## config.mk

```make
export PLATFORM = sky130hd
export DESIGN_NAME = stereo_pcm_rx
export DESIGN_NICKNAME = d
export VERILOG_FILES = /design/src/rtl/spr_pkg.sv /design/src/rtl/spr_sync.sv /design/src/rtl/spr_shifter.sv /design/src/rtl/stereo_pcm_rx.sv
export SDC_FILE = /design/constraint.sdc
export NUM_CORES = 1
export LEC_CHECK = 0
export BUFFER_PORTS_ARGS = -buffer_cell sky130_fd_sc_hd__buf_4
export CORE_MARGIN = 1.5
export CORE_UTILIZATION = 35
export DETAILED_ROUTE_END_ITERATION = 10
export HOLD_SLACK_MARGIN = 0.12
export SLEW_MARGIN = 10
export SYNTH_ARGS = -nofsm -noshare
export SYNTH_HDL_FRONTEND = slang
export SYNTH_SLANG_ARGS = --single-unit
export TNS_END_PERCENT = 30
```

## constraint.sdc

```tcl
create_clock -name clk -period 7.9 [get_ports clk]
set_input_delay 0.79 -clock clk [delete_from_list [all_inputs] [get_ports clk]]
set_output_delay 0.79 -clock clk [all_outputs]
set_load 0.02 [all_outputs]
```

## src/rtl/spr_pkg.sv

```systemverilog
`timescale 1ns/1ps
package spr_pkg;

    localparam int WIDTH_BITS = 6;

    typedef enum logic [1:0] {
        ALIGN_RIGHT,
        ALIGN_LEFT,
        ALIGN_DELAYED
    } align_e;

    typedef struct packed {
        align_e                 align;
        logic [WIDTH_BITS-1:0]  width;
    } framing_t;

    typedef enum logic [1:0] {
        ST_IDLE,
        ST_ALIGN,
        ST_RUN
    } rx_state_e;

    function automatic framing_t decode_framing(input logic [2:0] code);
        framing_t f;
        case (code)
            3'b010:  f = '{align: ALIGN_RIGHT,   width: WIDTH_BITS'(20)};
            3'b100:  f = '{align: ALIGN_RIGHT,   width: WIDTH_BITS'(24)};
            3'b110:  f = '{align: ALIGN_LEFT,    width: WIDTH_BITS'(24)};
            3'b001:  f = '{align: ALIGN_DELAYED, width: WIDTH_BITS'(16)};
            3'b011:  f = '{align: ALIGN_DELAYED, width: WIDTH_BITS'(24)};
            default: f = '{align: ALIGN_RIGHT,   width: WIDTH_BITS'(16)};
        endcase
        return f;
    endfunction

endpackage

```

## src/rtl/spr_sync.sv

```systemverilog
`timescale 1ns/1ps
module spr_sync #(
    parameter int WIDTH  = 3,
    parameter int STAGES = 2
) (
    input  logic             clk,
    input  logic             rst_n,
    input  logic [WIDTH-1:0] async_i,
    output logic [WIDTH-1:0] sync_o
);
    logic [STAGES-1:0][WIDTH-1:0] stage_q;

    always_ff @(posedge clk or negedge rst_n) begin
        if (!rst_n) stage_q <= '0;
        else        stage_q <= {stage_q[STAGES-2:0], async_i};
    end

    assign sync_o = stage_q[STAGES-1];

    initial begin
        a_r9_stage_count: assert (STAGES >= 2);
    end
endmodule

```

## src/rtl/spr_shifter.sv

```systemverilog
`timescale 1ns/1ps
module spr_shifter
    import spr_pkg::*;
#(
    parameter int SAMPLE_W = 24,
    parameter int CNT_W    = 7
) (
    input  logic                clk,
    input  logic                rst_n,
    input  logic                bit_en,
    input  logic                bit_i,
    input  logic                half_start,
    input  framing_t            cfg,
    output logic [SAMPLE_W-1:0] word_o
);
    logic [SAMPLE_W-1:0] tail_q, head_q, head_base, raw;
    logic [CNT_W-1:0]    pos_q, pos_cur, win_lo, win_hi;
    logic                in_win;

    always_comb begin
        pos_cur   = half_start ? '0 : pos_q;
        win_lo    = (cfg.align == ALIGN_DELAYED) ? CNT_W'(1) : '0;
        win_hi    = win_lo + CNT_W'(cfg.width);
        in_win    = (pos_cur >= win_lo) && (pos_cur < win_hi);
        head_base = half_start ? '0 : head_q;
        raw       = (cfg.align == ALIGN_RIGHT) ? tail_q : head_q;
        word_o    = raw << (WIDTH_BITS'(SAMPLE_W) - cfg.width);
    end

    always_ff @(posedge clk or negedge rst_n) begin
        if (!rst_n) begin
            tail_q <= '0;
            head_q <= '0;
            pos_q  <= '0;
        end else if (bit_en) begin
            tail_q <= {tail_q[SAMPLE_W-2:0], bit_i};
            head_q <= in_win ? {head_base[SAMPLE_W-2:0], bit_i} : head_base;
            pos_q  <= (pos_cur == {CNT_W{1'b1}}) ? pos_cur : pos_cur + 1'b1;
        end
    end

    // a half-frame can only begin on a captured bit
    a_r9_start_on_edge: assert property (@(posedge clk) disable iff (!rst_n)
        half_start |-> bit_en);
    // the first bit of a half-frame leaves the position counter at one
    a_r3_pos_restart: assert property (@(posedge clk) disable iff (!rst_n)
        (bit_en && half_start) |=> (pos_q == CNT_W'(1)));
endmodule

```

## src/rtl/stereo_pcm_rx.sv

```systemverilog
`timescale 1ns/1ps
module stereo_pcm_rx
    import spr_pkg::*;
#(
    parameter int SAMPLE_W    = 24,
    parameter int SYNC_STAGES = 2,
    parameter int CNT_W       = 7
) (
    input  logic                clk,
    input  logic                rst_n,
    input  logic                bclk_i,
    input  logic                lrclk_i,
    input  logic                sdata_i,
    input  logic [2:0]          fmt_i,
    input  logic                lr_swap_i,
    output logic [SAMPLE_W-1:0] left_o,
    output logic [SAMPLE_W-1:0] right_o,
    output logic                valid_o
);
    logic [2:0]          sync_out;
    logic                bclk_s, lr_s, sd_s;
    logic                bclk_d_q, lr_last_q;
    logic                rise, change, ended_left;
    logic                have_left_q;
    logic [SAMPLE_W-1:0] left_pend_q, word;
    framing_t            cfg;
    rx_state_e           state_q, state_d;

    spr_sync #(.WIDTH(3), .STAGES(SYNC_STAGES)) sync_i (
        .clk     (clk),
        .rst_n   (rst_n),
        .async_i ({bclk_i, lrclk_i, sdata_i}),
        .sync_o  (sync_out)
    );

    assign {bclk_s, lr_s, sd_s} = sync_out;
    assign cfg        = decode_framing(fmt_i);
    assign rise       = bclk_s && !bclk_d_q;
    assign change     = rise && (lr_s != lr_last_q);
    assign ended_left = lr_last_q ^ lr_swap_i;

    spr_shifter #(.SAMPLE_W(SAMPLE_W), .CNT_W(CNT_W)) shifter_i (
        .clk        (clk),
        .rst_n      (rst_n),
        .bit_en     (rise),
        .bit_i      (sd_s),
        .half_start (change),
        .cfg        (cfg),
        .word_o     (word)
    );

    always_ff @(posedge clk or negedge rst_n) begin
        if (!rst_n) begin
            bclk_d_q  <= 1'b0;
            lr_last_q <= 1'b0;
        end else begin
            bclk_d_q <= bclk_s;
            if (rise) lr_last_q <= lr_s;
        end
    end

    always_comb begin
        state_d = state_q;
        unique case (state_q)
            ST_IDLE:  if (rise)   state_d = ST_ALIGN;
            ST_ALIGN: if (change) state_d = ST_RUN;
            ST_RUN:               state_d = ST_RUN;
            default:              state_d = ST_IDLE;
        endcase
    end

    always_ff @(posedge clk or negedge rst_n) begin
        if (!rst_n) state_q <= ST_IDLE;
        else        state_q <= state_d;
    end

    always_ff @(posedge clk or negedge rst_n) begin
        if (!rst_n) begin
            left_o      <= '0;
            right_o     <= '0;
            valid_o     <= 1'b0;
            left_pend_q <= '0;
            have_left_q <= 1'b0;
        end else begin
            valid_o <= 1'b0;
            if (state_q == ST_RUN && change) begin
                if (ended_left) begin
                    left_pend_q <= word;
                    have_left_q <= 1'b1;
                end else if (have_left_q) begin
                    left_o      <= left_pend_q;
                    right_o     <= word;
                    valid_o     <= 1'b1;
                    have_left_q <= 1'b0;
                end
            end
        end
    end

    a_r6_single_strobe: assert property (@(posedge clk) disable iff (!rst_n)
        valid_o |=> !valid_o);
    a_r6_left_hold: assert property (@(posedge clk) disable iff (!rst_n)
        !valid_o |-> $stable(left_o));
    a_r6_right_hold: assert property (@(posedge clk) disable iff (!rst_n)
        !valid_o |-> $stable(right_o));
    a_r9_strobe_follows_edge: assert property (@(posedge clk) disable iff (!rst_n)
        valid_o |-> $past(rise));
    a_r9_idle_quiet: assert property (@(posedge clk) disable iff (!rst_n)
        (state_q == ST_IDLE) |-> !valid_o);
    a_r7_pad16: assert property (@(posedge clk) disable iff (!rst_n)
        (valid_o && cfg.width == WIDTH_BITS'(16)) |->
        (left_o[SAMPLE_W-17:0] == '0 && right_o[SAMPLE_W-17:0] == '0));
endmodule

```

# After elaboration in Yosys (flattened, before gate mapping)
# Cells that the tools add are included.
# op_classes
n_reduce_logical	12
n_div	0
magnitude_cmp	2
n_eq_ne	12
n_mul	0
n_mux	14
addsub	3
bitwise	2
n_shift	1
# ops
operator	n
$mux W24	3
$pmux W8 S5	1
$shl A24 B6 Y24	1
$mux W7	2
$add A7 B1 Y7 const B	1
$add A7 B6 Y7	1
$eq A7 B7 Y1 const B	1
$ge A7 B7 Y1	1
$lt A7 B7 Y1	1
$eq A3 B2 Y1 const B	2
$eq A3 B3 Y1 const B	2
$pmux W2 S3	1
$reduce_and A2 Y1	3
$sub A5 B6 Y6 const A	1
$mux W1	5
$eq A2 B2 Y1 const B	2
$logic_and A1 B1 Y1	4
$logic_not A2 Y1	2
$mux W2	2
$ne A2 B2 Y1 const B	2
$eq A3 B1 Y1 const B	1
$reduce_and A3 Y1	1
$eq A2 B1 Y1 const B	1
$reduce_bool A2 Y1	1
other kinds (4)	4
# word_totals
ram_bits	0
regBits	139
memories	0
elab_cells	60
rom_bits	0
input_bits	9
out_inout_bits	49
latchBits	0

# Depth between registers and ports, before layout
# depth
ltp_word	9
mapped_depth	13
ltp_nobuf	10

# Modules after synthesis
# Synthesis repeated with hierarchy kept, for this count alone.
# hier_totals
cells_unflattened	651
hier_area_um2	7890.1
# by_module_without_submodules
module	n_inst	cells_each	area_each_um2	seq_area_each_um2
spr_shifter	1	444	4565.6	1376.3
stereo_pcm_rx	1	198	3151.8	1951.9
spr_sync	1	9	172.7	150.1

# Worst setup path before layout
# OpenSTA, ideal clock, no wires.
# synth_timing
path_type	input port to flip-flop
startpoint	input fmt_i[1]
endpoint	register shifter_i.head_q[10]
setup_time_ps	79
arrival_time_ps	3184
path_slack_ps	4636
cell_stages	11
n_path_buf	4
required_ps	7821
cell_sequence	clkbuf_1 > clkbuf_1 > buf_1 > nand2_1 > a21boi_0 > ha_1 > a211oi_1 > o21ai_1 > nor3_2 > buf_2 > mux2i_1
# synth_between
elab_chain_len	8
elab_cells_between_ends	13
classes_between	1 x add/sub; 2 x order compare; 6 x eq/ne; 3 x mux; 1 x reduce/logical
# synth_lines
element	line_no	text
start, declared	stereo_pcm_rx.sv:14	input logic [2:0] fmt_i,
$eq A3 B2 Y1, or another cell as far along	spr_pkg.sv:25	case (code)
$pmux W8 S5 (*)	spr_pkg.sv:25	
$eq A2 B2 Y1	spr_shifter.sv:22	win_lo = (cfg.align == ALIGN_DELAYED) ? CNT_W'(1) : '0;
$mux W1	spr_shifter.sv:22	
$add A7 B6 Y7	spr_shifter.sv:23	win_hi = win_lo + CNT_W'(cfg.width);
$lt A7 B7 Y1	spr_shifter.sv:24	in_win = (pos_cur >= win_lo) && (pos_cur < win_hi);
$logic_and A1 B1 Y1 (*)	spr_shifter.sv:24	
$mux W24 (*)	spr_shifter.sv:37	head_q <= in_win ? {head_base[SAMPLE_W-2:0], bit_i} : head_base;
end signal, assigned	spr_shifter.sv:37	
end, declared	spr_shifter.sv:16	logic [SAMPLE_W-1:0] tail_q, head_q, head_base, raw;
# Every way passes the cells marked *; elsewhere a longest branch is shown, timed or not.
# A chain may end at the register's enable or synchronous reset.

# Worst setup path in the final report
# layout_timing
startpoint	input fmt_i[2]
endpoint	register right_o[2]
# layout_between
elab_chain_len	5
elab_cells_between_ends	10
classes_between	1 x add/sub; 5 x eq/ne; 1 x shift; 2 x mux; 1 x reduce/logical
# layout_lines
element	line_no	text
$eq A3 B2 Y1, or another cell as far along	spr_pkg.sv:25	
$pmux W8 S5 (*)	spr_pkg.sv:25	
parallel branches: the longest is 2 deep, another holds $sub A5 B6 Y6	--	
$shl A24 B6 Y24 (*)	spr_shifter.sv:27	word_o = raw << (WIDTH_BITS'(SAMPLE_W) - cfg.width);
end signal, assigned	stereo_pcm_rx.sv:92	right_o <= word;
end, declared	stereo_pcm_rx.sv:17	output logic [SAMPLE_W-1:0] right_o,
# Every way passes the cells marked *.

==> impl_metrics.toml <==
[status]
status = "complete, but fails checks"
violations = "design-rule violations"

[placement]
io_buffers = 57
dpl.hpwl_mm = 10.5
dpl_cell_area_um2 = 7090
dp_slack_ns = 4.01
dp_cells = 913
gp_congestion = 0.825

[yosys]
ys_seq_area_share_pct = 53.4
yosysMostFrequentCell = "nand2_1"
synth-seq-cells = 139
synth_adder_area_share_pct = 1.54
yosys.area.top_type_share_pct = 53.4
syn_area_um2 = 6520
yosys_warnings = 0
ys.flop_type = "dfrtp_1"
netlist_top_cells_area = "dfrtp_1 53%, nand2_1 11%, mux2i_1 10%, o21ai_0 3.7%, mux2_2 3.1%"
synth_top_family_by_area = "simple AND/OR/NAND/NOR gates"
syn_inst = 661
yosysTopAreaCell = "dfrtp_1"
synthMuxAreaShare_pct = 13.8
synth-edff-count = 0
synthArstFlopShare_pct = 100
syn_nets = 678
synth.distinct_cells = 43
synth_compound_area_share_pct = 10.6
avgSynthCellArea_um2 = 9.86
synth_xor_area_share_pct = 0.672
synth_common_cells = "192 x nand2_1, 139 x dfrtp_1, 66 x mux2i_1"
yosys.area_share.simple_pct = 16.2

[power]
vdd_drop_max_uv = 143
p_per_area_nw_per_um2 = 267
p_leak_uw = 0.00380

[cts]
clkSinkCount = 139
clkSlewWorstSetupHoldPaths_ns = 0.06
postCtsSetupRepairBufs = 0
clock_path_buffers = 2
insertion_delay_ns = 0.42
numCtsBuffers = 17
cts_tree = "yes"
cts-root-buf = "clkbuf_16"
post_cts_resized = 0
cts_max_level = 4
postCtsHoldBufs = 0

[timing]
fmax_ghz = 0.291
finalWorstSetupSlack_ns = 4.46
fin_setup_tns_ns = 0
fin_crit_sh_pct = 43.5
setup_viol = 0
fin_skew_ns = 0.00593
worst_pin_slew_ns = 0.831
finalHoldViolCount = 0
fin_crit_ns = 3.44
drv_slew = 0
relSlewSlack_pct = 44.6
rsz0062_at_grt = "false"

[global_routing]
grt_pass1_vias = 4907
grt_max_degree = 77
grt_overflow_total = 0
grt_first_pass_wirelength_mm = 25.5
grt_util_all_layers_pct = 16.5
antenna_found_initial = 0

[critical_path]
worstSetupPathType = "in -> reg"
startpoint_type = "input pin"
ff2ff_setup_slack_ns = 4.86
worstReg2RegEnd = "shifter_i.head_q[16]"
crit_required_ns = 8.26
reg2reg_from = "sync_i.sync_o[2]"
critPathMaxFanout = 45
r2r_cells = 11
critPathCaptureType = "flop"
cp.arrival_ns = 3.80

[detailed_routing]
wl_per_cell_um = 16.1
vias = 4845
drc = 6
wl_mm = 15.2
drtPass1Iterations = 7
drtIter0Drc = 234
via_per_inst = 5.13
postRouteAntennaNets = 0

[floorplanning]
rows = 49
floorplan.initialDensity_pct = 36.0
coreArea_um2 = 18100
die_x_um = 139
design.die.area_um2 = 19400
ios = 58
fp.dieH_um = 139

[job]
drv_cap = 0

[finish]
nNetsFinal = 720
final_area_um2 = 7660
syn_to_final_growth_pct = 17.5
antennaDiodeCount = 0
drive_gt1_share_pct = 16.5
fillerInstances = 1719
final_util_pct = 42.3
final_cells = 944

[worst_hold_path]
hold_end = "sync_i.sync_o[1]"
hp-start = "sync_i.stage_q[1]"
hp-class = "reg -> reg"
hold_path_depth = 0
metrics by stage:
stage | total power, µW | hold slack (ns)
6_report | 2040 | 0.348
5_1_grt | 2160 | 0.358
4_1_cts | 2060 | 0.350
3_5_place_dp | 1290 | 0.337
3_3_place_gp | 1280 | 0.332
2_1_floorplan | 1150 | 0.331
power by group:
| part | internal (µW) | switching (µW) | total, µW | leakage (µW) |
|---|---|---|---|---|
| clock network | 468 | 296 | 764 | 0.000274 |
| logic | 159 | 214 | 373 | 0.00164 |
| registers | 821 | 85.5 | 907 | 0.00188 |
cell type report:
cell class / count / area, µm² / share of cell area, %
Tap cell: 229 / 287 / 3.74
Timing Repair Buffer: 64 / 484 / 6.32
Sequential cell: 139 / 3480 / 45.4
Multi-Input combinational cell: 469 / 2790 / 36.4
Inverter: 12 / 50.0 / 0.653
Clock buffer: 19 / 443 / 5.78
Clock inverter: 12 / 125 / 1.63
worst max path at each step:
stage / start / endpoint / cells past startpoint
2_1_floorplan: fmt_i[1] / shifter_i.head_q[10] / 11
4_1_cts: fmt_i[2] / right_o[2] / 10
6_report: fmt_i[2] / right_o[2] / 10
5_1_grt: fmt_i[2] / right_o[2] / 10
3_3_place_gp: fmt_i[2] / right_o[1] / 10
3_5_place_dp: fmt_i[2] / right_o[2] / 10
metal layers:
metal  vias to the layer above  share of wire [%]  track usage, %
met5                         -                  0               0
met4                         0                2.4            5.94
met3                        24                4.1            3.92
met2                       101                 47            26.7
met1                      2398                 46            21.6
li1                       2322                  -               -
kinds of logic after synthesis:
logic type                 after synthesis
and+or+nand+nor                        260
DFF                                    139
AOI/OAI and AO/OA                      109
muxes                                   87
buffers and inverters                   53
adders and majority gates                8
xor gates and xnor gates                 5
state kept, by name, indices dropped and copies added (netlist names), 2 cells and up:
register and count:
left_o 24, left_pend_q 24, right_o 24, shifter_i.head_q 24, shifter_i.pos_q 7, shifter_i.tail_q 24
state_q 2, sync_i.stage_q 3, sync_i.sync_o 3
worst max-delay path, stage by stage:
cell and delay (ns):
buf_4 0.51, nor2b_1 0.23, nand2_1 0.12, a21boi_0 0.29, inv_1 0.08, ha_1 0.84
nand2b_1 0.32, nand2b_1 0.25, a21oi_1 0.15, mux2_2 0.18
cell usage in the layout, fill, tap and decap left out, drive strengths merged, types with 8 or more instances in the layout:
cell    synthesis  routed
a211oi         12      12
inv            12      12
nor2b           8       8
nand2         192     192
mux2i          66      66
dfrtp         139     139
nor2           35      35
a22o           12      12
buf            22      64
clkbuf         19      19
o21ai          49      49
a21oi          14      14
mux2           21      21
ha              8       8
a211o           8       8
Note: power is estimated with default switching activity, not from simulation.
